--- src/rtl/arb_pkg.sv ---
package arb_pkg;
  localparam int NUM_CLIENTS = 3;
  localparam int ID_W        = 2;

  typedef logic [ID_W-1:0] clientId_t;

  // strobes from control to datapath
  typedef struct packed {
    logic      selValid;   // some client is shown on the port
    clientId_t selId;      // which client
    logic      continuing; // shown client is an owner mid-burst
    logic      beatFire;   // a beat transfers this cycle
  } ctrlStrobes_t;
endpackage

--- src/rtl/arb_prio_decode.sv ---
module arb_prio_decode
  import arb_pkg::*;
(
  input  logic [NUM_CLIENTS*ID_W-1:0] prioOrder,
  output logic [NUM_CLIENTS*ID_W-1:0] orderOut
);
  localparam int MASK_W = 1 << ID_W;

  logic [MASK_W-1:0] seenMask;
  logic              permOk;
  logic [NUM_CLIENTS*ID_W-1:0] fallbackOrder;

  genvar g;
  generate
    for (g = 0; g < NUM_CLIENTS; g++) begin : gFallback
      assign fallbackOrder[g*ID_W +: ID_W] = ID_W'(g);
    end
  endgenerate

  always_comb begin
    seenMask = '0;
    for (int r = 0; r < NUM_CLIENTS; r++) begin
      seenMask[prioOrder[r*ID_W +: ID_W]] = 1'b1;
    end
    permOk = 1'b1;
    for (int c = 0; c < MASK_W; c++) begin
      if ((c < NUM_CLIENTS) != seenMask[c]) permOk = 1'b0;
    end
  end

  assign orderOut = permOk ? prioOrder : fallbackOrder;
endmodule

--- src/rtl/arb_ctrl.sv ---
module arb_ctrl
  import arb_pkg::*;
#(
  parameter int BURST_LEN = 8
)(
  input  logic                        clk,
  input  logic                        rstN,
  input  logic [NUM_CLIENTS*ID_W-1:0] orderIn,
  input  logic [NUM_CLIENTS-1:0]      clientReq,
  input  logic                        memReady,
  output ctrlStrobes_t                strobes,
  output logic [NUM_CLIENTS-1:0]      clientGnt
);
  localparam int CNT_W = (BURST_LEN > 1) ? $clog2(BURST_LEN) : 1;
  localparam logic [CNT_W-1:0] LAST_CNT = CNT_W'(BURST_LEN - 1);

  logic             locked;
  clientId_t        ownerId;
  logic [CNT_W-1:0] beatCnt;

  logic      winValid;
  clientId_t winId;
  logic      ownerReq;
  logic      continuing;
  logic      selValid;
  clientId_t selId;
  logic      beatFire;

  // zero-cycle winner pick: scan from lowest rank so best rank is assigned last
  always_comb begin
    winValid = 1'b0;
    winId    = '0;
    for (int r = NUM_CLIENTS - 1; r >= 0; r--) begin
      if (32'(orderIn[r*ID_W +: ID_W]) < NUM_CLIENTS && clientReq[orderIn[r*ID_W +: ID_W]]) begin
        winValid = 1'b1;
        winId    = orderIn[r*ID_W +: ID_W];
      end
    end
  end

  always_comb begin
    ownerReq = 1'b0;
    for (int c = 0; c < NUM_CLIENTS; c++) begin
      if (ownerId == ID_W'(c)) ownerReq = clientReq[c];
    end
  end

  assign continuing = locked && ownerReq;
  assign selValid   = continuing || winValid;
  assign selId      = continuing ? ownerId : winId;
  assign beatFire   = selValid && memReady;

  assign strobes.selValid   = selValid;
  assign strobes.selId      = selId;
  assign strobes.continuing = continuing;
  assign strobes.beatFire   = beatFire;

  genvar g;
  generate
    for (g = 0; g < NUM_CLIENTS; g++) begin : gGrant
      assign clientGnt[g] = beatFire && (selId == ID_W'(g));
    end
  endgenerate

  always_ff @(posedge clk) begin
    if (!rstN) begin
      locked  <= 1'b0;
      ownerId <= '0;
      beatCnt <= '0;
    end else if (continuing) begin
      if (beatFire) begin
        if (beatCnt == LAST_CNT) begin
          locked  <= 1'b0;
          beatCnt <= '0;
        end else begin
          beatCnt <= beatCnt + CNT_W'(1);
        end
      end
    end else if (beatFire) begin
      locked  <= (BURST_LEN > 1);
      ownerId <= winId;
      beatCnt <= (BURST_LEN > 1) ? CNT_W'(1) : '0;
    end else begin
      locked  <= 1'b0;
      beatCnt <= '0;
    end
  end


  gnt_onehot_chk: assert property (@(posedge clk) disable iff (!rstN)
    $onehot0(clientGnt));


  gnt_backed_chk: assert property (@(posedge clk) disable iff (!rstN)
    (|clientGnt) |-> (memReady && (|(clientGnt & clientReq))));


  burst_lock_chk: assert property (@(posedge clk) disable iff (!rstN)
    (beatFire && !continuing) |=> (locked && ownerId == $past(winId)));


  stall_hold_chk: assert property (@(posedge clk) disable iff (!rstN)
    (continuing && !memReady) |=> (locked && $stable(ownerId) && $stable(beatCnt)));
endmodule

--- src/rtl/arb_datapath.sv ---
module arb_datapath
  import arb_pkg::*;
#(
  parameter int ADDR_W = 32,
  parameter int DATA_W = 32
)(
  input  logic                          clk,
  input  logic                          rstN,
  input  ctrlStrobes_t                  strobes,
  input  logic [NUM_CLIENTS-1:0]        clientWe,
  input  logic [NUM_CLIENTS*ADDR_W-1:0] clientAddr,
  input  logic [NUM_CLIENTS*DATA_W-1:0] clientWdata,
  input  logic                          memRvalid,
  input  logic [ID_W-1:0]               memRid,
  input  logic [DATA_W-1:0]             memRdata,
  output logic                          memCmdValid,
  output logic                          memCmdWe,
  output logic [ADDR_W-1:0]             memCmdAddr,
  output logic [ID_W-1:0]               memCmdId,
  output logic [DATA_W-1:0]             memWdata,
  output logic [NUM_CLIENTS-1:0]        clientRvalid,
  output logic [DATA_W-1:0]             clientRdata
);
  localparam logic [ADDR_W-1:0] BEAT_BYTES = ADDR_W'(DATA_W / 8);

  logic [ADDR_W-1:0] addrArr  [NUM_CLIENTS];
  logic [DATA_W-1:0] wdataArr [NUM_CLIENTS];

  logic [ADDR_W-1:0] addrReg;
  logic              weReg;
  logic [ADDR_W-1:0] selAddr;
  logic [DATA_W-1:0] selWdata;
  logic              selWe;

  genvar g;
  generate
    for (g = 0; g < NUM_CLIENTS; g++) begin : gUnpack
      assign addrArr[g]  = clientAddr[g*ADDR_W +: ADDR_W];
      assign wdataArr[g] = clientWdata[g*DATA_W +: DATA_W];
      assign clientRvalid[g] = memRvalid && (memRid == ID_W'(g));
    end
  endgenerate

  always_comb begin
    selAddr  = '0;
    selWdata = '0;
    selWe    = 1'b0;
    for (int c = 0; c < NUM_CLIENTS; c++) begin
      if (strobes.selId == ID_W'(c)) begin
        selAddr  = addrArr[c];
        selWdata = wdataArr[c];
        selWe    = clientWe[c];
      end
    end
  end

  assign memCmdValid = strobes.selValid;
  assign memCmdId    = strobes.selId;
  assign memCmdAddr  = strobes.continuing ? addrReg : selAddr;
  assign memCmdWe    = strobes.continuing ? weReg : selWe;
  assign memWdata    = selWdata;
  assign clientRdata = memRdata;

  always_ff @(posedge clk) begin
    if (!rstN) begin
      addrReg <= '0;
      weReg   <= 1'b0;
    end else if (strobes.beatFire) begin
      addrReg <= memCmdAddr + BEAT_BYTES;
      weReg   <= memCmdWe;
    end
  end


  addr_step_chk: assert property (@(posedge clk) disable iff (!rstN)
    strobes.beatFire |=> (!strobes.continuing || memCmdAddr == $past(memCmdAddr) + BEAT_BYTES));


  we_hold_chk: assert property (@(posedge clk) disable iff (!rstN)
    strobes.beatFire |=> (!strobes.continuing || memCmdWe == $past(memCmdWe)));


  rvalid_route_chk: assert property (@(posedge clk) disable iff (!rstN)
    (|clientRvalid) |-> (memRvalid && $onehot(clientRvalid)));
endmodule

--- src/rtl/burst_port_arbiter.sv ---
module burst_port_arbiter
  import arb_pkg::*;
#(
  parameter int ADDR_W    = 32,
  parameter int DATA_W    = 32,
  parameter int BURST_LEN = 8
)(
  input  logic                          clk,
  input  logic                          rstN,
  input  logic [NUM_CLIENTS*ID_W-1:0]   prioOrder,
  input  logic [NUM_CLIENTS-1:0]        clientReq,
  input  logic [NUM_CLIENTS-1:0]        clientWe,
  input  logic [NUM_CLIENTS*ADDR_W-1:0] clientAddr,
  input  logic [NUM_CLIENTS*DATA_W-1:0] clientWdata,
  output logic [NUM_CLIENTS-1:0]        clientGnt,
  output logic [NUM_CLIENTS-1:0]        clientRvalid,
  output logic [DATA_W-1:0]             clientRdata,
  output logic                          memCmdValid,
  output logic                          memCmdWe,
  output logic [ADDR_W-1:0]             memCmdAddr,
  output logic [ID_W-1:0]               memCmdId,
  output logic [DATA_W-1:0]             memWdata,
  input  logic                          memReady,
  input  logic                          memRvalid,
  input  logic [ID_W-1:0]               memRid,
  input  logic [DATA_W-1:0]             memRdata
);
  logic [NUM_CLIENTS*ID_W-1:0] orderEff;
  ctrlStrobes_t                strobes;

  arb_prio_decode prio_i (
    .prioOrder (prioOrder),
    .orderOut  (orderEff)
  );

  arb_ctrl #(.BURST_LEN(BURST_LEN)) ctrl_i (
    .clk       (clk),
    .rstN      (rstN),
    .orderIn   (orderEff),
    .clientReq (clientReq),
    .memReady  (memReady),
    .strobes   (strobes),
    .clientGnt (clientGnt)
  );

  arb_datapath #(.ADDR_W(ADDR_W), .DATA_W(DATA_W)) dp_i (
    .clk          (clk),
    .rstN         (rstN),
    .strobes      (strobes),
    .clientWe     (clientWe),
    .clientAddr   (clientAddr),
    .clientWdata  (clientWdata),
    .memRvalid    (memRvalid),
    .memRid       (memRid),
    .memRdata     (memRdata),
    .memCmdValid  (memCmdValid),
    .memCmdWe     (memCmdWe),
    .memCmdAddr   (memCmdAddr),
    .memCmdId     (memCmdId),
    .memWdata     (memWdata),
    .clientRvalid (clientRvalid),
    .clientRdata  (clientRdata)
  );
endmodule

--- config.mk ---
export PLATFORM = sky130hd
export DESIGN_NAME = burst_port_arbiter
export DESIGN_NICKNAME = d
export VERILOG_FILES = /design/src/rtl/arb_pkg.sv /design/src/rtl/arb_prio_decode.sv /design/src/rtl/arb_ctrl.sv /design/src/rtl/arb_datapath.sv /design/src/rtl/burst_port_arbiter.sv
export SDC_FILE = /design/constraint.sdc
export NUM_CORES = 1
export LEC_CHECK = 0
export BUFFER_PORTS_ARGS = -buffer_cell sky130_fd_sc_hd__buf_2
export CORE_AREA = 2 2 136 138
export DETAILED_ROUTE_END_ITERATION = 6
export DIE_AREA = 0 0 138 140
export PLACE_DENSITY_LB_ADDON = 0.2
export RECOVER_POWER = 50
export SYNTH_ARGS = -nofsm -noshare
export SYNTH_HDL_FRONTEND = slang
export SYNTH_SLANG_ARGS = --single-unit
--- constraint.sdc ---
create_clock -name clk -period 6.2 [get_ports clk]
set_input_delay 0.31 -clock clk [delete_from_list [all_inputs] [get_ports clk]]
set_output_delay 0.31 -clock clk [all_outputs]
set_load 0.03 [all_outputs]
==> reports/summary.log, run 1 <==
qor: worst_setup_path.reg2regPathDepth 14
qor: worst_setup_path.ff2ff_setup_slack 1.01 ns
qor: cells_and_area.finalCoreUtilization 34.4%
qor: power_and_ir_drop.p_leak 2.84 nW
qor: worst_setup_path.crit_path_max_fanout 11
qor: worst_setup_path.worst_r2r_endpoint dp_i.addrReg[20]
qor: yosys.warning_count_from_the_yosys_run 0
qor: global_route.grt_first_pass_wirelength 32500 um
qor: place.place.port_buffers 283
qor: cts.clock-sinks 39
qor: worst_setup_path.worstPathArrival 5.57 ns
qor: sta.timing.setup.tns 0 ns
qor: cells_and_area.syn_to_final_growth 31.8%
qor: cells_and_area.n_antenna_cell 0
qor: cts.htree_levels 2
qor: sta.unrepaired_setup_endpoints_after_global_routing no
qor: drt.drt-initial-drc-count 393
qor: drt.drt-vias-per-instance 5.26
qor: outcome.result_of_the_run finished, final reports clean
qor: sta.max_freq 185 MHz
qor: cells_and_area.final_design_area_no_fill 6120 sq um
qor: cts.post_cts.resized_instances 0
qor: die.design.die.area 19300 sq um
qor: place.hpwlAfterDp 16900 um
qor: cts.cts_buffer_depth 2
qor: yosys.synth_cell_type_count 89
qor: power_and_ir_drop.cell_internal_pwr 0.659 mW
qor: global_route.grt_overflow_total 0
qor: cts.clk_root_buffer_cell clkbuf_16
qor: yosys.synth_enable_flop_cells 0
qor: power_and_ir_drop.relative_contribution_of_sequential_cells_to_total_power 23.1%
qor: power_and_ir_drop.power.clock.fraction 19.9%
qor: drt.drt.antenna.violating_nets 0
qor: power_and_ir_drop.total_switching_power 0.609 mW
qor: cts.post-cts-setup-buffer-count 0
qor: worst_setup_path.regToRegStartpoint ctrl_i.ownerId[0]
qor: cells_and_area.finalNonFillerCells 1129
qor: global_route.antenna_found_initial 1
qor: cells_and_area.mostFrequentLayoutCell buf_2
qor: die.ioPinCount 348
qor: die.start_util 26.1%
qor: place.dp_cells 1121
qor: worst_setup_path.crit_required 6.38 ns
qor: worst_setup_path.timing.setup.critical_path_class primary input to flop
qor: drt.drc_errors 0
qor: drt.wl_per_cell 19.1 um
qor: sta.final_number_of_max_transition_violations 0
qor: worst_setup_path.worst_setup_end_kind flop
qor: sta.period_needed 5.39 ns
qor: power_and_ir_drop.totalPowerFinal 1.27 mW
qor: yosys.synth_area 4650 sq um
qor: drt.firstDrtPassIters 4
qor: global_route.pin_count_of_the_biggest_net_entering_global_routing 59
qor: run.cap_viol_max_count 0
qor: cells_and_area.layout_cells_sized_above_1 34.8%
qor: power_and_ir_drop.vdd.ir_drop.worst 0.000111 V
qor: die.die_height 140 um
qor: place.place_area 6020 sq um
qor: die.placement_rows 49
qor: yosys.synth_area_per_cell 6.90 sq um
qor: yosys.seq_area_frac_synth 16.8%
qor: yosys.number_of_storage_elements_in_the_synthesis_netlist 39
qor: sta.maxSlewHeadroom 13.0%
qor: sta.skew 0.00426 ns
qor: cells_and_area.fin_nets 1144
qor: sta.worst_case_setup_margin_in_the_final_layout 0.809 ns
qor: cts.clk_pin_slew_worst_paths 0.06 ns
qor: cts.cts.hold.buffers_added 0
qor: cts.clock_insertion_delay_worst_skew 0.28 ns
qor: cells_and_area.final_cell_mix buf_2 (259), nand2_1 (121), nor2_1 (68), dfxtp_1 (39), o21ai_0 (33)
qor: power_and_ir_drop.power.combinational.fraction 57.0%
qor: sta.timing_worst_slew_pin_value 1.29 ns
qor: place.post-place-ws 0.933 ns
qor: die.core_region_area 17800 sq um
qor: global_route.first_global_vias 5732
qor: yosys.netlist_instances 673
qor: drt.routed-via-count 5939
qor: die.die_w 138 um
qor: sta.finalHoldWorstSlack 0.296 ns
qor: worst_setup_path.setup.worst_path.start_class primary input
qor: place.place.gp.congestion 0.851
qor: hold_path.min_path_type primary input to flop
qor: yosys.ys_dominant_reg_cell dfxtp_1
qor: cts.cts_made_buffers 5
qor: cts.cts_tree yes
qor: sta.final_setup_violation_count 0
qor: yosys.syn-num-nets 918
qor: global_route.grt.total_usage 21.0%
qor: sta.min_period_over_period 87.0%
qor: hold_path.worstHoldPathCells 2
qor: yosys.asyncSetResetFlopFracSynth 0%
qor: hold_path.worst_hold_path.endpoint ctrl_i.locked
qor: sta.finalHoldViolations 0
qor: power_and_ir_drop.power_per_cell_area 207 nW/um^2
qor: power_and_ir_drop.p_sw_share 48.0%
qor: drt.drt_wl_total 21600 um
qor: hold_path.timing.hold.worst.start memReady
state kept, by name, indices dropped and copies added (netlist names):
register	count
ctrl_i.locked	1
ctrl_i.beatCnt	3
dp_i.weReg	1
dp_i.addrReg	32
ctrl_i.ownerId	2
cell usage after synthesis, drive strengths merged (6+ instances only):
cell    count  share of area [%]
nand3      25                3.1
o21a       12                1.9
a311oi      9                2.2
mux2i       7                1.5
a211oi     10                2.2
a31oi       9                1.2
a21oi      33                3.6
o211ai      9                1.7
clkbuf     30                2.4
xnor2      13                2.5
nor3        8               0.86
nor4        9                1.5
buf        47                6.9
and3        9                1.3
nand4       7                1.2
nor2       68                5.5
o21ai      35                3.9
a22oi      28                4.6
dfxtp      39                 17
o311ai     11                2.2
o22ai      14                1.9
inv        20                1.6
xor2        7                1.3
nand2     121                9.8
a21o        6               0.97
cell type report:
| class | count | area (sq um) |
|---|---|---|
| fillers | 2007 | 11700 |
| multi-input cells | 536 | 3360 |
| inverters | 21 | 80.1 |
| clock inverters | 1 | 5.00 |
| clock buffers | 7 | 133 |
| flip-flops and latches | 39 | 781 |
| well taps | 229 | 287 |
| repair buffers | 296 | 1480 |
per-layer routing:
| metal | vias to the layer above | track usage [%] | part of all wire, % |
|---|---|---|---|
| li1 | 2920 | - | - |
| met1 | 2744 | 27.9 | 44 |
| met2 | 242 | 34.8 | 47 |
| met3 | 31 | 4.85 | 7.5 |
| met4 | 2 | 4.78 | 2.1 |
| met5 | - | 0 | 0.060 |
worst max-delay path, cell delays in order:
cell      delay [ns]
buf_2           0.15
or3b_4          0.42
nor3_1          0.41
a21oi_1         0.15
o21ai_0         1.02
o21ai_2         0.33
clkinv_2        0.12
nor2_1          0.21
a211oi_2        0.49
ha_1            0.27
inv_1           0.06
a221oi_2        0.32
nand4_2         0.34
or2_1           0.39
or3_1           0.32
a311oi_1        0.24
how the worst max path moves through the flow:
stage | slack, ns | endpoint | startpoint
final | 0.81 | dp_i.addrReg[20] | prioOrder[0]
after global routing | 0.40 | dp_i.addrReg[20] | prioOrder[2]
after CTS | 1.19 | dp_i.addrReg[20] | prioOrder[0]
after detailed placement | 0.93 | dp_i.addrReg[20] | prioOrder[0]
after global placement | 1.06 | dp_i.addrReg[20] | prioOrder[0]
after floorplan | 1.23 | dp_i.addrReg[30] | prioOrder[0]
power groups by stage:
stage / registers [mW] / logic, mW / clock network [mW]
floorplan: 0.291 / 0.516 / 0
global placement: 0.298 / 0.726 / 0
detailed placement: 0.298 / 0.725 / 0
CTS: 0.293 / 0.729 / 0.257
global route: 0.296 / 0.781 / 0.266
finish: 0.293 / 0.723 / 0.252
logic make-up (layout without fill, tap and decap cells):
family / Yosys count / after routing / synth area share, %
and+or+nand+nor: 287 / 287 / 29.8
AOI/OAI and AO/OA: 218 / 218 / 35.9
buffers and inverters: 98 / 325 / 11.1
DFF: 39 / 39 / 16.8
xor gates and xnor gates: 20 / 20 / 3.77
muxes: 8 / 8 / 1.75
adders and majority gates: 3 / 3 / 0.808
No activity file was read; power rests on OpenSTA's default activity.
==> run 2, diff against run 1 <==
--- a/config.mk
+++ b/config.mk
@@ -5,10 +5,10 @@
 export SDC_FILE = /design/constraint.sdc
 export NUM_CORES = 1
 export LEC_CHECK = 0
-export BUFFER_PORTS_ARGS = -buffer_cell sky130_fd_sc_hd__buf_2
 export CORE_AREA = 2 2 136 138
 export DETAILED_ROUTE_END_ITERATION = 6
 export DIE_AREA = 0 0 138 140
+export DONT_BUFFER_PORTS = 1
 export PLACE_DENSITY_LB_ADDON = 0.2
 export RECOVER_POWER = 50
 export SYNTH_ARGS = -nofsm -noshare
==> constraint.sdc (replaced) <==
create_clock -name clk -period 6.45 [get_ports clk]
set_input_delay 0.3225 -clock clk [delete_from_list [all_inputs] [get_ports clk]]
set_output_delay 0.3225 -clock clk [all_outputs]
set_load 0.03 [all_outputs]
==> reports/summary.log, run 2 (synthesis gave the netlist of run 1 again) <==
qor: cts.post-cts-setup-buffer-count 0 [unchanged]
qor: worst_setup_path.crit_path_max_fanout 26 [+15]
qor: worst_setup_path.worstPathArrival 5.62 ns [+0.05 ns]
qor: sta.skew 0.00522 ns [+0.000962 ns]
qor: die.ioPinCount 348 [unchanged]
qor: power_and_ir_drop.vdd.ir_drop.worst 0.000104 V [-6.7%]
qor: cts.post_cts.resized_instances 0 [unchanged]
qor: sta.maxSlewHeadroom 23.9% [+11 points]
qor: global_route.grt_overflow_total 0 [unchanged]
qor: die.core_region_area 17800 sq um [unchanged]
qor: hold_path.min_path_type primary input to flop
qor: drt.firstDrtPassIters 5 [+1]
qor: run.cap_viol_max_count 0 [unchanged]
qor: sta.max_freq 184 MHz
qor: cts.clock_insertion_delay_worst_skew 0.29 ns [about the same]
qor: die.start_util 26.1% [unchanged]
qor: global_route.grt_first_pass_wirelength 30100 um [-7.6%]
qor: cells_and_area.fin_nets 867 [-24%]
qor: cells_and_area.mostFrequentLayoutCell nand2_1
qor: worst_setup_path.timing.setup.critical_path_class primary input to flop
qor: global_route.grt.total_usage 19.9% [-1.1 points]
qor: sta.final_number_of_max_transition_violations 0 [unchanged]
qor: sta.timing_worst_slew_pin_value 1.13 ns [-0.162 ns]
qor: cts.clk_pin_slew_worst_paths 0.06 ns [about the same]
qor: sta.period_needed 5.44 ns
qor: cells_and_area.largest_register_ffs 32 [unchanged]
qor: drt.drt-initial-drc-count 512 [+30%]
qor: worst_setup_path.setup.worst_path.start_class primary input
qor: sta.finalHoldViolations 0 [unchanged]
qor: cells_and_area.final_cell_mix nand2_1 (121), nor2_1 (68), dfxtp_1 (39), o21ai_0 (33), a21oi_1 (32)
qor: cts.clock-sinks 39 [unchanged]
qor: cts.cts_tree yes
qor: place.place.port_buffers 0 [-100%]
qor: drt.drt-vias-per-instance 6.03 [+15%]
qor: cells_and_area.largest_register dp_i.addrReg
qor: power_and_ir_drop.p_leak 1.80 nW [-37%]
qor: global_route.first_global_vias 4915 [-14%]
qor: drt.wl_per_cell 24.4 um [+28%]
qor: cts.cts.hold.buffers_added 0 [unchanged]
qor: die.die_w 138 um [unchanged]
qor: sta.min_period_over_period 84.4%
qor: sta.final_setup_violation_count 0 [unchanged]
qor: global_route.pin_count_of_the_biggest_net_entering_global_routing 59 [unchanged]
qor: cts.cts_buffer_depth 2 [unchanged]
qor: die.die_height 140 um [unchanged]
qor: outcome.result_of_the_run finished, final reports clean
qor: cells_and_area.reg_top3 dp_i.addrReg (32), ctrl_i.beatCnt (3), ctrl_i.ownerId (2)
qor: cts.htree_levels 2 [unchanged]
qor: cells_and_area.fillers 1968 [-1.9%]
qor: sta.unrepaired_setup_endpoints_after_global_routing no
qor: worst_setup_path.crit_required 6.63 ns [+0.25 ns]
qor: power_and_ir_drop.power_per_cell_area 232 nW/um^2 [+12%]
qor: place.hpwlAfterDp 16300 um [-3.8%]
qor: drt.drt_wl_total 20900 um [-3.3%]
qor: drt.drt.antenna.violating_nets 0 [unchanged]
qor: die.design.die.area 19300 sq um [unchanged]
qor: power_and_ir_drop.totalPowerFinal 1.10 mW [-13%]
qor: drt.drc_errors 0 [unchanged]
qor: die.placement_rows 49 [unchanged]
qor: sta.timing.setup.tns 0 ns [unchanged]
qor: place.place.gp.congestion 0.855 [+0.51%]
qor: worst_setup_path.worst_setup_end_kind flop
qor: global_route.antenna_found_initial 4 [+3]
qor: cts.cts_made_buffers 5 [unchanged]
qor: cells_and_area.syn_to_final_growth 2.48%
qor: cells_and_area.layout_cells_sized_above_1 8.83% [-26 points]
qor: drt.routed-via-count 5156 [-13%]
qor: cts.clk_root_buffer_cell clkbuf_16
## run 2: changes by cell type in the layout (fill, tap and decap cells not counted), moves of 3 or more
cell | before | now
buf_4 | 12 | 16
buf_2 | 259 | 0
clkbuf_1 | 27 | 3
diode_2 | 0 | 3
## run 2: metal layers
metal	track usage, %	share of wire (%)
met5	0	0.053
met1	24.0	40
met3	7.79	9.8
met4	6.82	3.3
met2	32.5	47
## run 2: critical path, cell delays in order
cell	delay, ns
or3b_1	0.42
nor3_1	0.44
a21oi_1	0.18
o21ai_0	0.91
o21ai_2	0.15
clkinv_2	0.42
nor2_1	0.31
a211oi_1	0.28
buf_4	0.25
ha_1	0.21
inv_1	0.05
a221oi_2	0.33
nand4_2	0.37
or2_1	0.42
o211a_1	0.25
a311o_1	0.30
## run 2: path summary, 6_finish.rpt
check                    startpoint          endpoint  slack [ns]  cells past startpoint
setup / recovery       prioOrder[0]  dp_i.addrReg[30]        1.01                     16
hold / removal             memReady     ctrl_i.locked        0.15                      1
setup reg to reg  ctrl_i.ownerId[1]  dp_i.addrReg[30]        1.16                     16
hold reg to reg    dp_i.addrReg[22]  dp_i.addrReg[22]        0.46                      2
## run 2: layout make-up
| cell class | count | area, sq um | share of cell area [%] |
|---|---|---|---|
| antenna | 3 | 7.51 | 0.158 |
| clock buffer | 5 | 125 | 2.63 |
| clock inverter | 3 | 15.0 | 0.315 |
| inverter | 21 | 80.1 | 1.68 |
| multi-input combinational | 536 | 3330 | 70.0 |
| sequential | 39 | 781 | 16.4 |
| tap | 229 | 287 | 6.02 |
| timing repair buffer | 19 | 131 | 2.76 |
## run 2: where the power goes
group | total (mW) | internal, mW | leakage (nW) | switching, mW
registers | 0.281 | 0.264 | 0.321 | 0.0165
clock network | 0.248 | 0.141 | 0.0734 | 0.107
logic | 0.575 | 0.146 | 1.40 | 0.429
total | 1.10 | 0.552 | 1.80 | 0.552
## run 2: stage by stage
| stage | setup slack [ns] | cell area [sq um] | utilization [%] | hold WS (ns) | std cells |
|---|---|---|---|---|---|
| after floorplan | 1.47 | 4650 | - | 0.432 | 673 |
| after global placement | 1.28 | 4650 | 26.2 | 0.442 | 844 |
| after detailed placement | 1.15 | 4650 | 26.2 | 0.446 | 844 |
| after CTS | 1.46 | 4790 | 27.0 | 0.149 | 852 |
| after global routing | 0.606 | 4760 | 26.8 | 0.149 | 854 |
| final | 1.01 | 4760 | 26.8 | 0.153 | 855 |
==> run 3, diff against run 2 <==
--- a/config.mk
+++ b/config.mk
@@ -5,9 +5,10 @@
 export SDC_FILE = /design/constraint.sdc
 export NUM_CORES = 1
 export LEC_CHECK = 0
-export CORE_AREA = 2 2 136 138
+export ABC_AREA = 1
+export CORE_MARGIN = 2
+export CORE_UTILIZATION = 30
 export DETAILED_ROUTE_END_ITERATION = 6
-export DIE_AREA = 0 0 138 140
 export DONT_BUFFER_PORTS = 1
 export PLACE_DENSITY_LB_ADDON = 0.2
 export RECOVER_POWER = 50
==> constraint.sdc (replaced) <==
create_clock -name clk -period 5 [get_ports clk]
set_input_delay 0.25 -clock clk [delete_from_list [all_inputs] [get_ports clk]]
set_output_delay 0.25 -clock clk [all_outputs]
set_load 0.03 [all_outputs]
==> reports/summary.log, run 3 <==
qor: power_and_ir_drop.total_switching_power 1.22 mW [+120%]
qor: sta.maxSlewHeadroom -8.44% [-32 points]
qor: yosys.synth_enable_flop_cells 0 [unchanged]
qor: cts.clk_root_buffer_cell clkbuf_16
qor: power_and_ir_drop.p_leak 2.85 nW [+59%]
qor: yosys.number_of_storage_elements_in_the_synthesis_netlist 39 [unchanged]
qor: sta.min_period_over_period 84.2%
qor: power_and_ir_drop.totalPowerFinal 2.22 mW [+100%]
qor: yosys.synth_most_common_cell nand2_1
qor: worst_setup_path.worst_setup_end_kind flop
qor: drt.drt_wl_total 22800 um [+9.0%]
qor: sta.timing.setup.tns 0 ns [unchanged]
qor: yosys.seq_area_frac_synth 15.3% [-1.5 points]
qor: worst_setup_path.setup.worst_path.start_class primary input
qor: place.place.port_buffers 0 [unchanged]
qor: yosys.ys_dominant_reg_cell dfxtp_1
qor: worst_setup_path.cpPeakStageDelay 1.18 ns [+0.27 ns]
qor: worst_setup_path.timing.setup.critical_path_class primary input to flop
qor: sta.final_number_of_max_transition_violations 32 [+32]
qor: cells_and_area.syn_to_final_growth 9.19%
qor: power_and_ir_drop.cell_internal_pwr 1.00 mW [+82%]
qor: drt.wl_per_cell 19.7 um [-19%]
qor: cts.clock-sinks 39 [unchanged]
qor: yosys.warning_count_from_the_yosys_run 0 [unchanged]
qor: cts.clock_insertion_delay_worst_skew 0.29 ns [about the same]
qor: yosys.syn-num-nets 1184 [+29%]
qor: die.ioPinCount 348 [unchanged]
qor: sta.final_setup_violation_count 0 [unchanged]
qor: worst_setup_path.worstPathArrival 4.39 ns [-1.23 ns]
qor: cells_and_area.final_cell_mix nand2_1 (318), inv_1 (129), nor2_1 (98), nand3_1 (83), a21oi_1 (59)
qor: die.placement_rows 47 [-4.1%]
qor: cells_and_area.layout_cells_sized_above_1 12.3% [+3.5 points]
qor: worst_setup_path.crit_chain inv_1, nand2_1, nand3_2, nand2_2, nor2_1, nand2_1, nand2_1, nand3_2, nand2_2, nand3_1, nand2_1, clkbuf_1, clkinv_1, buf_4, nor2_1, nor2_1, o21ai_0, inv_1
qor: sta.timing_worst_slew_pin_value 1.63 ns [+0.497 ns]
qor: worst_setup_path.crit_path_max_fanout 35 [+35%]
qor: drt.drt-initial-drc-count 409 [-20%]
qor: die.die_w 134 um [-2.7%]
qor: die.design.die.area 18000 sq um [-6.7%]
qor: power_and_ir_drop.power.combinational.fraction 66.0% [+14 points]
qor: sta.skew 0.00924 ns [+0.00402 ns]
qor: worst_setup_path.cp_slowest_cell clkbuf_1
qor: worst_setup_path.crit_required 5.18 ns [-1.45 ns]
qor: cells_and_area.mostFrequentLayoutCell nand2_1
qor: cells_and_area.largest_register_ffs 32 [unchanged]
qor: cts.cts_buffer_depth 2 [unchanged]
qor: cts.cts.hold.buffers_added 0 [unchanged]
qor: cts.post_cts.resized_instances 0 [unchanged]
qor: cells_and_area.fillers 1968 [unchanged]
qor: drt.drc_errors 0 [unchanged]
qor: yosys.netlist_top_cells_area nand2_1 (23%), dfxtp_1 (15%), inv_1 (9.4%), nand3_1 (8.1%), nor2_1 (7.2%)
qor: die.core_region_area 16600 sq um [-6.7%]
qor: drt.routed-via-count 5772 [+12%]
qor: global_route.grt_first_pass_wirelength 32600 um [+8.4%]
qor: yosys.netlist_instances 939 [+40%]
qor: power_and_ir_drop.p_sw_share 54.8% [+4.8 points]
qor: power_and_ir_drop.power_per_cell_area 399 nW/um^2 [+72%]
qor: cts.clk_pin_slew_worst_paths 0.07 ns [about the same]
qor: yosys.synth_area 5090 sq um [+9.6%]
qor: global_route.grt_overflow_total 0 [unchanged]
qor: cts.cts_made_buffers 5 [unchanged]
qor: drt.drt.antenna.violating_nets 0 [unchanged]
qor: global_route.grt.total_usage 24.0% [+4.1 points]
qor: yosys.synth_area_leader_cell nand2_1
qor: cells_and_area.fin_nets 1178 [+36%]
qor: cts.post-cts-setup-buffer-count 0 [unchanged]
qor: worst_setup_path.path_delay_family buffers and inverters
qor: yosys.synth_cell_type_count 41 [-54%]
qor: cts.cts_tree yes
qor: die.start_util 30.7% [+4.6 points]
qor: cells_and_area.multi_input_area 3320 sq um [-0.53%]
qor: cells_and_area.area.sequential 781 sq um [unchanged]
qor: cells_and_area.reg_top3 dp_i.addrReg (32), ctrl_i.beatCnt (3), ctrl_i.ownerId (2)
qor: yosys.yosysTopAreaCellShare 23.2% [+6.4 points]
qor: cells_and_area.largest_register dp_i.addrReg
qor: sta.max_freq 237 MHz
qor: place.place.gp.congestion 0.928 [+8.5%]
qor: power_and_ir_drop.relative_contribution_of_sequential_cells_to_total_power 16.5% [-8.9 points]
qor: drt.drt-vias-per-instance 5.00 [-17%]
qor: worst_setup_path.count_of_buffering_cells_on_the_critical_path_with_inverters_included 5 [+2]
qor: global_route.first_global_vias 5364 [+9.1%]
qor: run.cap_viol_max_count 1 [+1]
qor: power_and_ir_drop.power.clock.fraction 17.5% [-5.0 points]
qor: global_route.antenna_found_initial 1 [-3]
qor: global_route.pin_count_of_the_biggest_net_entering_global_routing 41 [-31%]
qor: sta.period_needed 4.21 ns
qor: die.die_height 134 um [-4.1%]
qor: sta.unrepaired_setup_endpoints_after_global_routing no
qor: yosys.asyncSetResetFlopFracSynth 0% [unchanged]
qor: yosys.post_synth_most_frequent_cells nand2_1 (314), inv_1 (128), nor2_1 (98)
qor: yosys.synth_area_per_cell 5.42 sq um [-21%]
qor: cts.htree_levels 2 [unchanged]
qor: worst_setup_path.cell_occurring_most_often_along_the_worst_timing_path nand2_1
qor: outcome.failed_checks capacitance limit, slew limit
qor: drt.firstDrtPassIters 5 [unchanged]
qor: power_and_ir_drop.vdd.ir_drop.worst 0.000148 V [+43%]
qor: outcome.result_of_the_run finished with violations
qor: sta.finalHoldViolations 0 [unchanged]
qor: hold_path.min_path_type primary input to flop
qor: place.hpwlAfterDp 18800 um [+16%]
## run 3: metrics by stage
stage	std cells	setup WS [ns]	utilization (%)	hold WS, ns	area (sq um)
6_report	1155	0.789	33.5	0.0892	5560
5_1_grt	1155	0.391	33.5	0.0876	5560
4_1_cts	1154	1.08	33.9	0.0826	5630
3_5_place_dp	1146	0.947	32.9	0.389	5460
3_3_place_gp	1146	1.01	32.9	0.392	5460
2_1_floorplan	939	2.02	-	0.375	5090
## run 3: per-layer routing
layer  global-route usage (%)  wire length (um)
met5                        0                 0
met4                     5.61               423
met3                     7.86              2050
met2                     42.1             11200
met1                     28.4              9070
## run 3: power groups by stage
| stage | Sequential [mW] | Clock [mW] | Combinational (mW) |
|---|---|---|---|
| after CTS | 0.365 | 0.397 | 1.50 |
| after global placement | 0.372 | 0 | 1.49 |
| after global routing | 0.370 | 0.409 | 1.59 |
| final | 0.365 | 0.389 | 1.47 |
| after floorplan | 0.369 | 0 | 1.08 |
| after detailed placement | 0.372 | 0 | 1.49 |
## run 3: worst paths after layout
| path | start | end | slack [ns] | cells past startpoint |
|---|---|---|---|---|
| setup / recovery | prioOrder[3] | dp_i.addrReg[5] | 0.79 | 18 |
| hold / removal | rstN | ctrl_i.locked | 0.09 | 2 |
| setup reg to reg | ctrl_i.ownerId[0] | dp_i.addrReg[30] | 1.00 | 18 |
| hold reg to reg | dp_i.weReg | dp_i.weReg | 0.47 | 2 |
## run 3: area by class of cell
class                      instances  area share, %
antenna                            1         0.0450
clock buffer                       5           2.25
clock inverter                     3          0.833
inverter                         135           9.14
multi-input combinational        693           59.7
sequential                        39           14.0
tap                              220           4.95
timing repair buffer              59           9.05
## run 3: cell families (layout without fill, tap and decap cells)
kind of cell / after synthesis / after routing / synth area share, %
simple gates: 552 / 552 / 47.3
buf+inv: 207 / 202 / 18.5
compound gates: 131 / 131 / 16.9
flops: 39 / 39 / 15.3
xor+xnor: 7 / 7 / 1.20
fa+ha+maj: 3 / 3 / 0.738
other cells: 0 / 1 / 0
